File: config.mk
export PLATFORM = sky130hd
export DESIGN_NAME = dstat_pipe_ctrl
export DESIGN_NICKNAME = d
export VERILOG_FILES = /design/src/rtl/dsp_pkg.sv /design/src/rtl/dsp_slot_reg.sv /design/src/rtl/dsp_ex_stage.sv /design/src/rtl/dsp_stage_dec.sv /design/src/rtl/dstat_pipe_ctrl.sv
export SDC_FILE = /design/constraint.sdc
export NUM_CORES = 1
export LEC_CHECK = 0
export CORE_ASPECT_RATIO = 1.25
export CORE_MARGIN = 1
export CORE_UTILIZATION = 50
export CTS_CLUSTER_DIAMETER = 120
export DETAILED_ROUTE_END_ITERATION = 8
export GPL_TIMING_DRIVEN = 0
export HOLD_SLACK_MARGIN = 0.05
export PLACE_DENSITY = 0.87
export SYNTH_ARGS = -nofsm -noshare
export SYNTH_HDL_FRONTEND = slang
export SYNTH_SLANG_ARGS = --single-unit
File: constraint.sdc
create_clock -name clk_i -period 2.3 [get_ports clk_i]
set_input_delay 0.46 -clock clk_i [delete_from_list [all_inputs] [get_ports clk_i]]
set_output_delay 0.46 -clock clk_i [all_outputs]
set_load 0.05 [all_outputs]
File: src/rtl/dsp_pkg.sv
package dsp_pkg;
  parameter int OPC_W = 8;
  parameter int REG_W = 4;
  localparam int INSTR_W = OPC_W + 3 * REG_W;
  localparam int FLG_W = 4;
  localparam int ALU_W = 3;

  localparam int STG_RD = 0;
  localparam int STG_EX = 1;
  localparam int STG_WB = 2;

  localparam int CTRL_RD_W = 2 + 2 * REG_W;
  localparam int CTRL_EX_W = ALU_W + 1;
  localparam int CTRL_WB_W = 1 + REG_W + FLG_W;

  localparam logic [OPC_W-1:0] OPC_ADD  = OPC_W'('h00);
  localparam logic [OPC_W-1:0] OPC_SUB  = OPC_W'('h01);
  localparam logic [OPC_W-1:0] OPC_AND  = OPC_W'('h02);
  localparam logic [OPC_W-1:0] OPC_MOV  = OPC_W'('h03);
  localparam logic [OPC_W-1:0] OPC_CMOV = OPC_W'('h04);
  localparam logic [OPC_W-1:0] OPC_CMP  = OPC_W'('h05);
  localparam logic [OPC_W-1:0] OPC_CMUL = OPC_W'('h10);
  localparam logic [OPC_W-1:0] OPC_SQD  = OPC_W'('h11);
  localparam logic [OPC_W-1:0] OPC_NOP  = '1;

  // flag mask order {C,V,Z,N}
  localparam logic [FLG_W-1:0] FLG_ALL = 4'b1111;
  localparam logic [FLG_W-1:0] FLG_ZN  = 4'b0011;
  localparam logic [FLG_W-1:0] FLG_Z   = 4'b0010;

  typedef enum logic [ALU_W-1:0] {
    ALU_NONE = 3'd0,
    ALU_ADD  = 3'd1,
    ALU_SUB  = 3'd2,
    ALU_AND  = 3'd3,
    ALU_PASS = 3'd4,
    ALU_CMUL = 3'd5,
    ALU_SQD  = 3'd6
  } alu_e;

  typedef struct packed {
    logic             vld;
    logic [OPC_W-1:0] opc;
    logic [REG_W-1:0] rd;
    logic [REG_W-1:0] rs1;
    logic [REG_W-1:0] rs2;
  } slot_t;

  localparam slot_t SLOT_NOP = '{vld: 1'b0, opc: OPC_NOP, rd: '0, rs1: '0, rs2: '0};

  typedef struct packed {
    logic             known;
    logic [1:0]       rd_en;
    alu_e             alu;
    logic             two;
    logic             wr;
    logic             cond;
    logic [FLG_W-1:0] flg;
  } dec_t;

  function automatic dec_t op_decode(input logic [OPC_W-1:0] opc);
    dec_t d;
    d = '0;
    case (opc)
      OPC_ADD:  begin d.known = 1'b1; d.rd_en = 2'b11; d.alu = ALU_ADD;  d.wr = 1'b1; d.flg = FLG_ALL; end
      OPC_SUB:  begin d.known = 1'b1; d.rd_en = 2'b11; d.alu = ALU_SUB;  d.wr = 1'b1; d.flg = FLG_ALL; end
      OPC_AND:  begin d.known = 1'b1; d.rd_en = 2'b11; d.alu = ALU_AND;  d.wr = 1'b1; d.flg = FLG_ZN;  end
      OPC_MOV:  begin d.known = 1'b1; d.rd_en = 2'b01; d.alu = ALU_PASS; d.wr = 1'b1; end
      OPC_CMOV: begin d.known = 1'b1; d.rd_en = 2'b01; d.alu = ALU_PASS; d.wr = 1'b1; d.cond = 1'b1; end
      OPC_CMP:  begin d.known = 1'b1; d.rd_en = 2'b11; d.alu = ALU_SUB;  d.flg = FLG_ALL; end
      OPC_CMUL: begin d.known = 1'b1; d.rd_en = 2'b11; d.alu = ALU_CMUL; d.wr = 1'b1; d.two = 1'b1; end
      OPC_SQD:  begin d.known = 1'b1; d.rd_en = 2'b11; d.alu = ALU_SQD;  d.wr = 1'b1; d.two = 1'b1; d.flg = FLG_Z; end
      default:  ;
    endcase
    return d;
  endfunction

  function automatic logic op_two(input logic [OPC_W-1:0] opc);
    dec_t d;
    d = op_decode(opc);
    return d.two;
  endfunction
endpackage

File: src/rtl/dsp_slot_reg.sv
module dsp_slot_reg
  import dsp_pkg::*;
(
  input  logic  clk_i,
  input  logic  rst_ni,
  input  logic  load_i,
  input  logic  kill_i,
  input  slot_t d_i,
  output slot_t q_o
);
  always_ff @(posedge clk_i or negedge rst_ni) begin
    if (!rst_ni)     q_o <= SLOT_NOP;
    else if (kill_i) q_o <= SLOT_NOP;
    else if (load_i) q_o <= d_i;
  end


  kill_nop_chk: assert property (@(posedge clk_i) disable iff (!rst_ni)
    kill_i |=> (!q_o.vld && q_o.opc == OPC_NOP));


  hold_slot_chk: assert property (@(posedge clk_i) disable iff (!rst_ni)
    (!kill_i && !load_i) |=> $stable(q_o));
endmodule

File: src/rtl/dsp_ex_stage.sv
module dsp_ex_stage
  import dsp_pkg::*;
(
  input  logic  clk_i,
  input  logic  rst_ni,
  input  logic  stall_i,
  input  slot_t slot_i,
  output slot_t slot_o,
  output logic  phase_o,
  output logic  busy_o
);
  slot_t slot_q;
  logic  phase_q;

  // first cycle of a two-cycle op: the front must hold
  assign busy_o  = slot_q.vld & op_two(slot_q.opc) & ~phase_q;
  assign slot_o  = slot_q;
  assign phase_o = phase_q;

  always_ff @(posedge clk_i or negedge rst_ni) begin
    if (!rst_ni) begin
      slot_q  <= SLOT_NOP;
      phase_q <= 1'b0;
    end else if (!stall_i) begin
      if (busy_o) begin
        phase_q <= 1'b1;
      end else begin
        slot_q  <= slot_i;
        phase_q <= 1'b0;
      end
    end
  end


  two_cyc_adv_chk: assert property (@(posedge clk_i) disable iff (!rst_ni)
    (busy_o && !stall_i) |=> (phase_o && $stable(slot_o)));


  phase_vld_chk: assert property (@(posedge clk_i) disable iff (!rst_ni)
    phase_o |-> (slot_o.vld && op_two(slot_o.opc)));


  ex_stall_chk: assert property (@(posedge clk_i) disable iff (!rst_ni)
    stall_i |=> ($stable(slot_o) && $stable(phase_o)));
endmodule

File: src/rtl/dsp_stage_dec.sv
module dsp_stage_dec
  import dsp_pkg::*;
#(
  parameter  int STAGE = STG_RD,
  localparam int CW = (STAGE == STG_RD) ? CTRL_RD_W :
                      (STAGE == STG_EX) ? CTRL_EX_W : CTRL_WB_W
) (
  input  slot_t         slot_i,
  input  logic          last_i,
  input  logic          flag_i,
  output logic [CW-1:0] ctrl_o
);
  dec_t dec;
  logic act;

  assign dec = op_decode(slot_i.opc);
  assign act = slot_i.vld & dec.known;

  if (STAGE == STG_RD) begin : g_rd
    logic [1:0] en;
    logic       unused_rd;
    assign en     = act ? dec.rd_en : 2'b00;
    assign ctrl_o = {en,
                     en[0] ? slot_i.rs1 : {REG_W{1'b0}},
                     en[1] ? slot_i.rs2 : {REG_W{1'b0}}};
    assign unused_rd = ^{last_i, flag_i, slot_i.rd, dec.alu, dec.two, dec.wr, dec.cond, dec.flg};
  end else if (STAGE == STG_EX) begin : g_ex
    logic unused_ex;
    assign ctrl_o    = {act ? dec.alu : ALU_NONE, act & (~dec.two | last_i)};
    assign unused_ex = ^{flag_i, slot_i.rd, slot_i.rs1, slot_i.rs2, dec.rd_en, dec.wr, dec.cond, dec.flg};
  end else begin : g_wb
    logic we;
    logic unused_wb;
    // conditional write samples the datapath flag in this stage
    assign we        = act & dec.wr & (~dec.cond | flag_i);
    assign ctrl_o    = {we, we ? slot_i.rd : {REG_W{1'b0}}, act ? dec.flg : {FLG_W{1'b0}}};
    assign unused_wb = ^{last_i, slot_i.rs1, slot_i.rs2, dec.rd_en, dec.alu, dec.two};
  end


  always_comb begin
    if (slot_i.vld === 1'b0) idle_ctrl_chk: assert (ctrl_o == '0);
  end
endmodule

File: src/rtl/dstat_pipe_ctrl.sv
module dstat_pipe_ctrl
  import dsp_pkg::*;
(
  input  logic               clk_i,
  input  logic               rst_ni,
  input  logic [INSTR_W-1:0] instr_i,
  input  logic               instr_vld_i,
  input  logic               stall_i,
  input  logic               flush_i,
  input  logic               flag_i,
  output logic               fetch_rdy_o,
  output logic [1:0]         rd_en_o,
  output logic [REG_W-1:0]   rs1_o,
  output logic [REG_W-1:0]   rs2_o,
  output logic [ALU_W-1:0]   ex_alu_o,
  output logic               ex_last_o,
  output logic               wb_we_o,
  output logic [REG_W-1:0]   wb_rd_o,
  output logic [FLG_W-1:0]   wb_flg_o
);
  localparam int FRONT_N = 3;  // fetch, decode, operand read
  localparam int FLUSH_N = 2;  // fetch, decode

  slot_t in_slot;
  slot_t fr_d [FRONT_N];
  slot_t fr_q [FRONT_N];
  slot_t ex_slot;
  slot_t wb_slot;
  logic  ex_phase;
  logic  ex_busy;
  logic  front_hold;

  logic [CTRL_RD_W-1:0] rd_ctrl;
  logic [CTRL_EX_W-1:0] ex_ctrl;
  logic [CTRL_WB_W-1:0] wb_ctrl;

  always_comb begin
    in_slot = SLOT_NOP;
    if (instr_vld_i) begin
      in_slot.vld = 1'b1;
      in_slot.opc = instr_i[INSTR_W-1 -: OPC_W];
      in_slot.rd  = instr_i[3*REG_W-1 -: REG_W];
      in_slot.rs1 = instr_i[2*REG_W-1 -: REG_W];
      in_slot.rs2 = instr_i[REG_W-1:0];
    end
  end

  assign front_hold  = stall_i | ex_busy;
  assign fetch_rdy_o = ~front_hold;

  for (genvar i = 0; i < FRONT_N; i++) begin : g_front
    if (i == 0) begin : g_head
      assign fr_d[i] = in_slot;
    end else begin : g_link
      assign fr_d[i] = fr_q[i-1];
    end
    dsp_slot_reg u_reg (
      .clk_i  (clk_i),
      .rst_ni (rst_ni),
      .load_i (~front_hold),
      .kill_i (flush_i && (i < FLUSH_N)),
      .d_i    (fr_d[i]),
      .q_o    (fr_q[i])
    );
  end

  dsp_ex_stage u_ex (
    .clk_i   (clk_i),
    .rst_ni  (rst_ni),
    .stall_i (stall_i),
    .slot_i  (fr_q[FRONT_N-1]),
    .slot_o  (ex_slot),
    .phase_o (ex_phase),
    .busy_o  (ex_busy)
  );

  // result write always advances; a held front becomes a bubble here
  dsp_slot_reg u_wb (
    .clk_i  (clk_i),
    .rst_ni (rst_ni),
    .load_i (1'b1),
    .kill_i (front_hold),
    .d_i    (ex_slot),
    .q_o    (wb_slot)
  );

  dsp_stage_dec #(.STAGE(STG_RD)) u_dec_rd (
    .slot_i (fr_q[FRONT_N-1]),
    .last_i (1'b0),
    .flag_i (flag_i),
    .ctrl_o (rd_ctrl)
  );

  dsp_stage_dec #(.STAGE(STG_EX)) u_dec_ex (
    .slot_i (ex_slot),
    .last_i (ex_phase),
    .flag_i (flag_i),
    .ctrl_o (ex_ctrl)
  );

  dsp_stage_dec #(.STAGE(STG_WB)) u_dec_wb (
    .slot_i (wb_slot),
    .last_i (1'b0),
    .flag_i (flag_i),
    .ctrl_o (wb_ctrl)
  );

  assign {rd_en_o, rs1_o, rs2_o}      = rd_ctrl;
  assign {ex_alu_o, ex_last_o}        = ex_ctrl;
  assign {wb_we_o, wb_rd_o, wb_flg_o} = wb_ctrl;


  bubble_wb_chk: assert property (@(posedge clk_i) disable iff (!rst_ni)
    (ex_busy && !stall_i) |=> (!wb_we_o && wb_flg_o == '0 && ex_last_o));


  stall_rd_chk: assert property (@(posedge clk_i) disable iff (!rst_ni)
    stall_i |=> ($stable(rd_en_o) && $stable(rs1_o) && $stable(rs2_o)));


  wb_follow_chk: assert property (@(posedge clk_i) disable iff (!rst_ni)
    !front_hold |=> (wb_slot == $past(ex_slot)));


  flush_front_chk: assert property (@(posedge clk_i) disable iff (!rst_ni)
    flush_i |=> (!fr_q[0].vld && !fr_q[1].vld));
endmodule

==> results.md <==
Power:
- For this design the ratio of total power to cell area is slightly above 600 mW/mm^2.
- The worst IR drop on VDD is 0.3695 mV.
- The reported leakage power is 2.364 nW.

Die:
- The initial utilization of the core area, before any placement, comes to 51.89%.
- The die covers between 0.008 and 0.009 sq mm.
- 50 I/O pins were placed.
- The die extent in x is 84.95 um.
- After floorplanning, the core was sized to cover between 0.008 and 0.009 sq mm.
- The floorplan step set the die height to roughly 110 um.
- The number of standard-cell rows in the floorplan is 37.

Synth:
- The cell type contributing the most total cell area after synthesis is dfrtp_1.
- The mean instance size in the synthesized netlist is between 10 and 15 sq um.
- Counting flops with an async set or reset pin after synthesis yields a share of 100.0%.
- The primary flip-flop cell chosen by synthesis mapping is dfrtp_1.
- By area, the combinational part of the netlist is dominated by compound AO/OA/AOI/OAI gates.
- The Yosys step of the flow raised 0 warnings.
- After Yosys synthesis, and, or, nand and nor cells account for between 10 and 15% of the synthesized area.
- The fraction of synthesized cell area taken by the top area cell type is just under 30%.
- The net count of the mapped netlist is slightly below 400.
- The number of synthesized register bits is 90.
- The multiplexer fraction of the synthesized cell area is a little under a tenth.
- By area the synthesized netlist is led by dfrtp_1, dfstp_2, mux2_4, o211ai_1, a32o_1.
- The adder-cell share of the synthesized area is 0%.
- Sequential elements use a little over half of the synthesized area.
- In the synthesized netlist, the number of instances is between 300 and 400.
- After synthesis, the netlist uses 44 different library cells.
- In this run, synthesis inferred 0 flip-flops with an integrated enable.
- The post-synthesis share of cell area spent on xor and xnor gates is 0%.
- The area fraction in compound gates after synthesis is between 10% and 20%.
- The synthesized netlist occupies a cell area of between 0.004 and 0.005 sq mm.

Global routing:
- The via count of the first global-routing pass came to 3402.
- The first global-routing pass estimated approximately 17000 um of wire.
- For met1 alone, demand over resource in global routing was about 29%.
- The most utilized layer in the global route result is met2.
- The initial antenna violation count is 0.
- The global routing usage summed across all routing layers is around 24%.
- For this run, global-route usage on met2 was measured as 43.49%.
- For this run, global-route usage on met3 was measured as around 3.6%.
- Global routing finished with a remaining overflow of 0.
- Entering global routing, the biggest net connects 62 pins.

Final layout:
- Of the cells placed in the final design, the portion with a size suffix greater than 1 is between 30% and 40%.
- The footprint of the multi-input gates is ~0.0019 sq mm.
- The library cell used most frequently in the layout, excluding fill and tap cells, is dfrtp_1.
- The final layout contains between 400 and 500 nets.
- The library cells used most frequently in the layout, excluding fill and tap cells, are dfrtp_1, dfstp_2, buf_4, clkdlybuf4s50_1, mux2_4.
- The sequential cell area is 0.002302 sq mm.
- Measured on the finished design, the core utilization comes to between 60% and 70%.
- Once layout is done, the placed cells without fillers occupy around 0.0054 sq mm.
- The signed area change from the synthesized netlist to the final layout is 26.36%.
- The number of antenna cells inserted is 0.
- The filler cell count in the final layout is ~580.

Clock tree:
- The root buffer cell chosen for the clock tree is clkbuf_8.
- Counting along the longest clock path gives a buffer depth of 2.
- The CTS tree is yes.
- After clock tree synthesis, the clock-pin slew on the worst setup and hold paths is approximately 0.09 ns.
- The clock insertion delay at the later pin of the skew report is between 0.3 and 0.4 ns.
- The H-tree generated during clock tree synthesis spans 3 levels.
- The number of clock sinks is 90.
- Buffers inserted during clock tree synthesis total 9.

Critical path:
- The startpoint-to-endpoint class of the critical path is reg -> out.
- The critical path contains buffers and inverters numbering 4 combined.
- STA classifies the critical path endpoint as an output pin.
- In this run the worst path has a maximum fanout of 2.
- The endpoint arrival time on the critical path is between 2 and 2.5 ns.
- The slowest cell on the critical path is or4b_4.
- The cell family contributing the most delay on the critical path is simple AND/OR/NAND/NOR gates.
- The longest individual stage delay on the worst path is about 0.57 ns.
- For the worst flop-to-flop path, the logic depth is 5.
- In this run the number of cells on the critical path is 6.
- STA classifies the critical path startpoint as a register.
- Walking the worst path, the cells encountered are or4b_4 > buf_6 > o31ai_4 > inv_2 > clkbuf_16 > buf_12.
- At the worst endpoint, the required time is 1.84 ns.

Placement:
- The total of buffers placed on input and output ports is between 40 and 50.
- At the end of routability-driven placement, the weighted congestion stood at 0.8216.
- Once placement finished, the instance area stood at about 0.0050 sq mm.
- The half-perimeter wire length of the detailed placement result is just over 7000 um.

Timing:
- The clock period minus final worst setup slack is about 2.6 ns.
- The worst clock skew is between 0.007 and 0.008 ns.
- The final number of hold-violating endpoints is 0.
- Setup repair after global routing could not meet its margin everywhere.
- The count of pins over their slew limit was 0.
- The slack of the critical path is -0.2904 ns.
- Hold is met by 0.4953 ns.
- Headroom to the max-slew limit came out at between 20% and 30%.
- Setup violations remaining at the end of the flow were counted as 15.
- At the pin with the least slew margin, the transition time is 1.132 ns.
- The post-route setup TNS is -1.753 ns.
- Of the available clock period, the critical path in the final layout requires 112.6%.
- Derived from the worst setup path, the maximum achievable clock frequency is 386.0 MHz.

Route:
- After detailed routing, the number of remaining DRC violations is 2.
- The count of TritonRoute iterations in the first routing pass is 7.
- The final layout contains routed wiring with a total length of 10840 um.
- The count of nets left with antenna violations once routing finished came out at 0.
- The count of routing violations after the opening detailed-route iteration is approximately 280.
- After detailed routing, the number of vias per cell comes to between 6 and 7.
- The routed length per placed instance is approximately 20 um.
- The via count of the routed design is 3470.

Run:
- The number of violations of the max-capacitance limit is 0.

Run status:
- The checks that failed: DRC, setup timing.
- The flow ran to the end, but the final reports show violations.

Hold path:
- The worst hold path cell count is 1.
- The worst min-delay path category is reg -> reg.
==> cell type report <==
class                      count  area share (%)
sequential                    90           42.37
multi-input combinational    228           34.86
timing repair buffer          65           11.74
buffer                        30           3.983
clock buffer                   9           2.280
tap                           97           2.233
clock inverter                 7           1.428
inverter                      16           1.105
==> per-layer routing <==
metal,up-vias,share of wire (%)
met5,-,0
met4,0,2.8
met3,30,4.9
met2,152,53
met1,1757,39
li1,1531,-
==> timing repair <==
action | in CTS | in global routing
hold buffers | 1 | 0
gates cloned | 0 | 2
setup endpoints to repair | 89 | 58
hold endpoints to repair | 19 | 0
gates resized for setup | 142 | 30
setup buffers | 11 | 4
pin swaps | 6 | 5
==> through the flow <==
stage | setup slack, ns | instances | total power, mW
6_report | -0.2904 | 542 | 3.376
3_5_place_dp | -1.034 | 514 | 2.241
2_1_floorplan | -0.1811 | 368 | 2.069
5_1_grt | -0.3269 | 542 | 3.498
4_1_cts | -0.2616 | 538 | 3.340
3_3_place_gp | -2.223 | 513 | 2.212
==> where the power goes <==
group | switching [mW] | leakage, nW | internal, mW | total (mW)
clock network | 0.594 | 0.100 | 0.512 | 1.11
registers | 0.0965 | 1.11 | 1.72 | 1.81
logic | 0.239 | 1.16 | 0.218 | 0.457
==> flip-flops by register name, indices dropped and copies added (netlist names) <==
register	flops
g_front.u_reg.q_o	63
u_ex.phase_o	1
u_wb.q_o	13
u_ex.slot_o	13
==> path summary, 6_finish.rpt <==
check	from	to	slack (ns)
worst max-delay path	u_ex.slot_o[19]	fetch_rdy_o	-0.29
worst min-delay path	u_ex.slot_o[9]	u_wb.q_o[9]	0.50
worst max register to register	u_ex.slot_o[16]	g_front[1].u_reg.q_o[11]	-0.09
worst min register to register	u_ex.slot_o[9]	u_wb.q_o[9]	0.50
max in group asynchronous	rst_ni	u_wb.q_o[12]	1.07
min in group asynchronous	rst_ni	g_front[2].u_reg.q_o[8]	0.56
==> logic make-up after synthesis <==
| logic type | after synthesis |
|---|---|
| multiplexers | 29 |
| flip-flops | 90 |
| AO/OA/AOI/OAI | 91 |
| buffers and inverters | 50 |
| AND/OR/NAND/NOR | 108 |
==> synth_stat cells (3+ instances only) <==
master / count
a211oi_1: 6
a21oi_1: 5
a32o_1: 12
a32oi_1: 13
and2_1: 13
buf_2: 5
buf_6: 3
clkbuf_1: 24
dfrtp_1: 50
dfstp_2: 40
inv_1: 15
mux2_2: 7
mux2_4: 21
nand2_1: 15
nand2b_1: 9
nand3_1: 17
nand4_1: 14
nor2_1: 6
nor2b_1: 16
nor3_1: 4
nor3b_1: 3
nor4b_1: 5
o211ai_1: 21
o21ai_0: 8
o311ai_0: 8
o32a_1: 8
No activity file was read; power rests on OpenSTA's default activity.
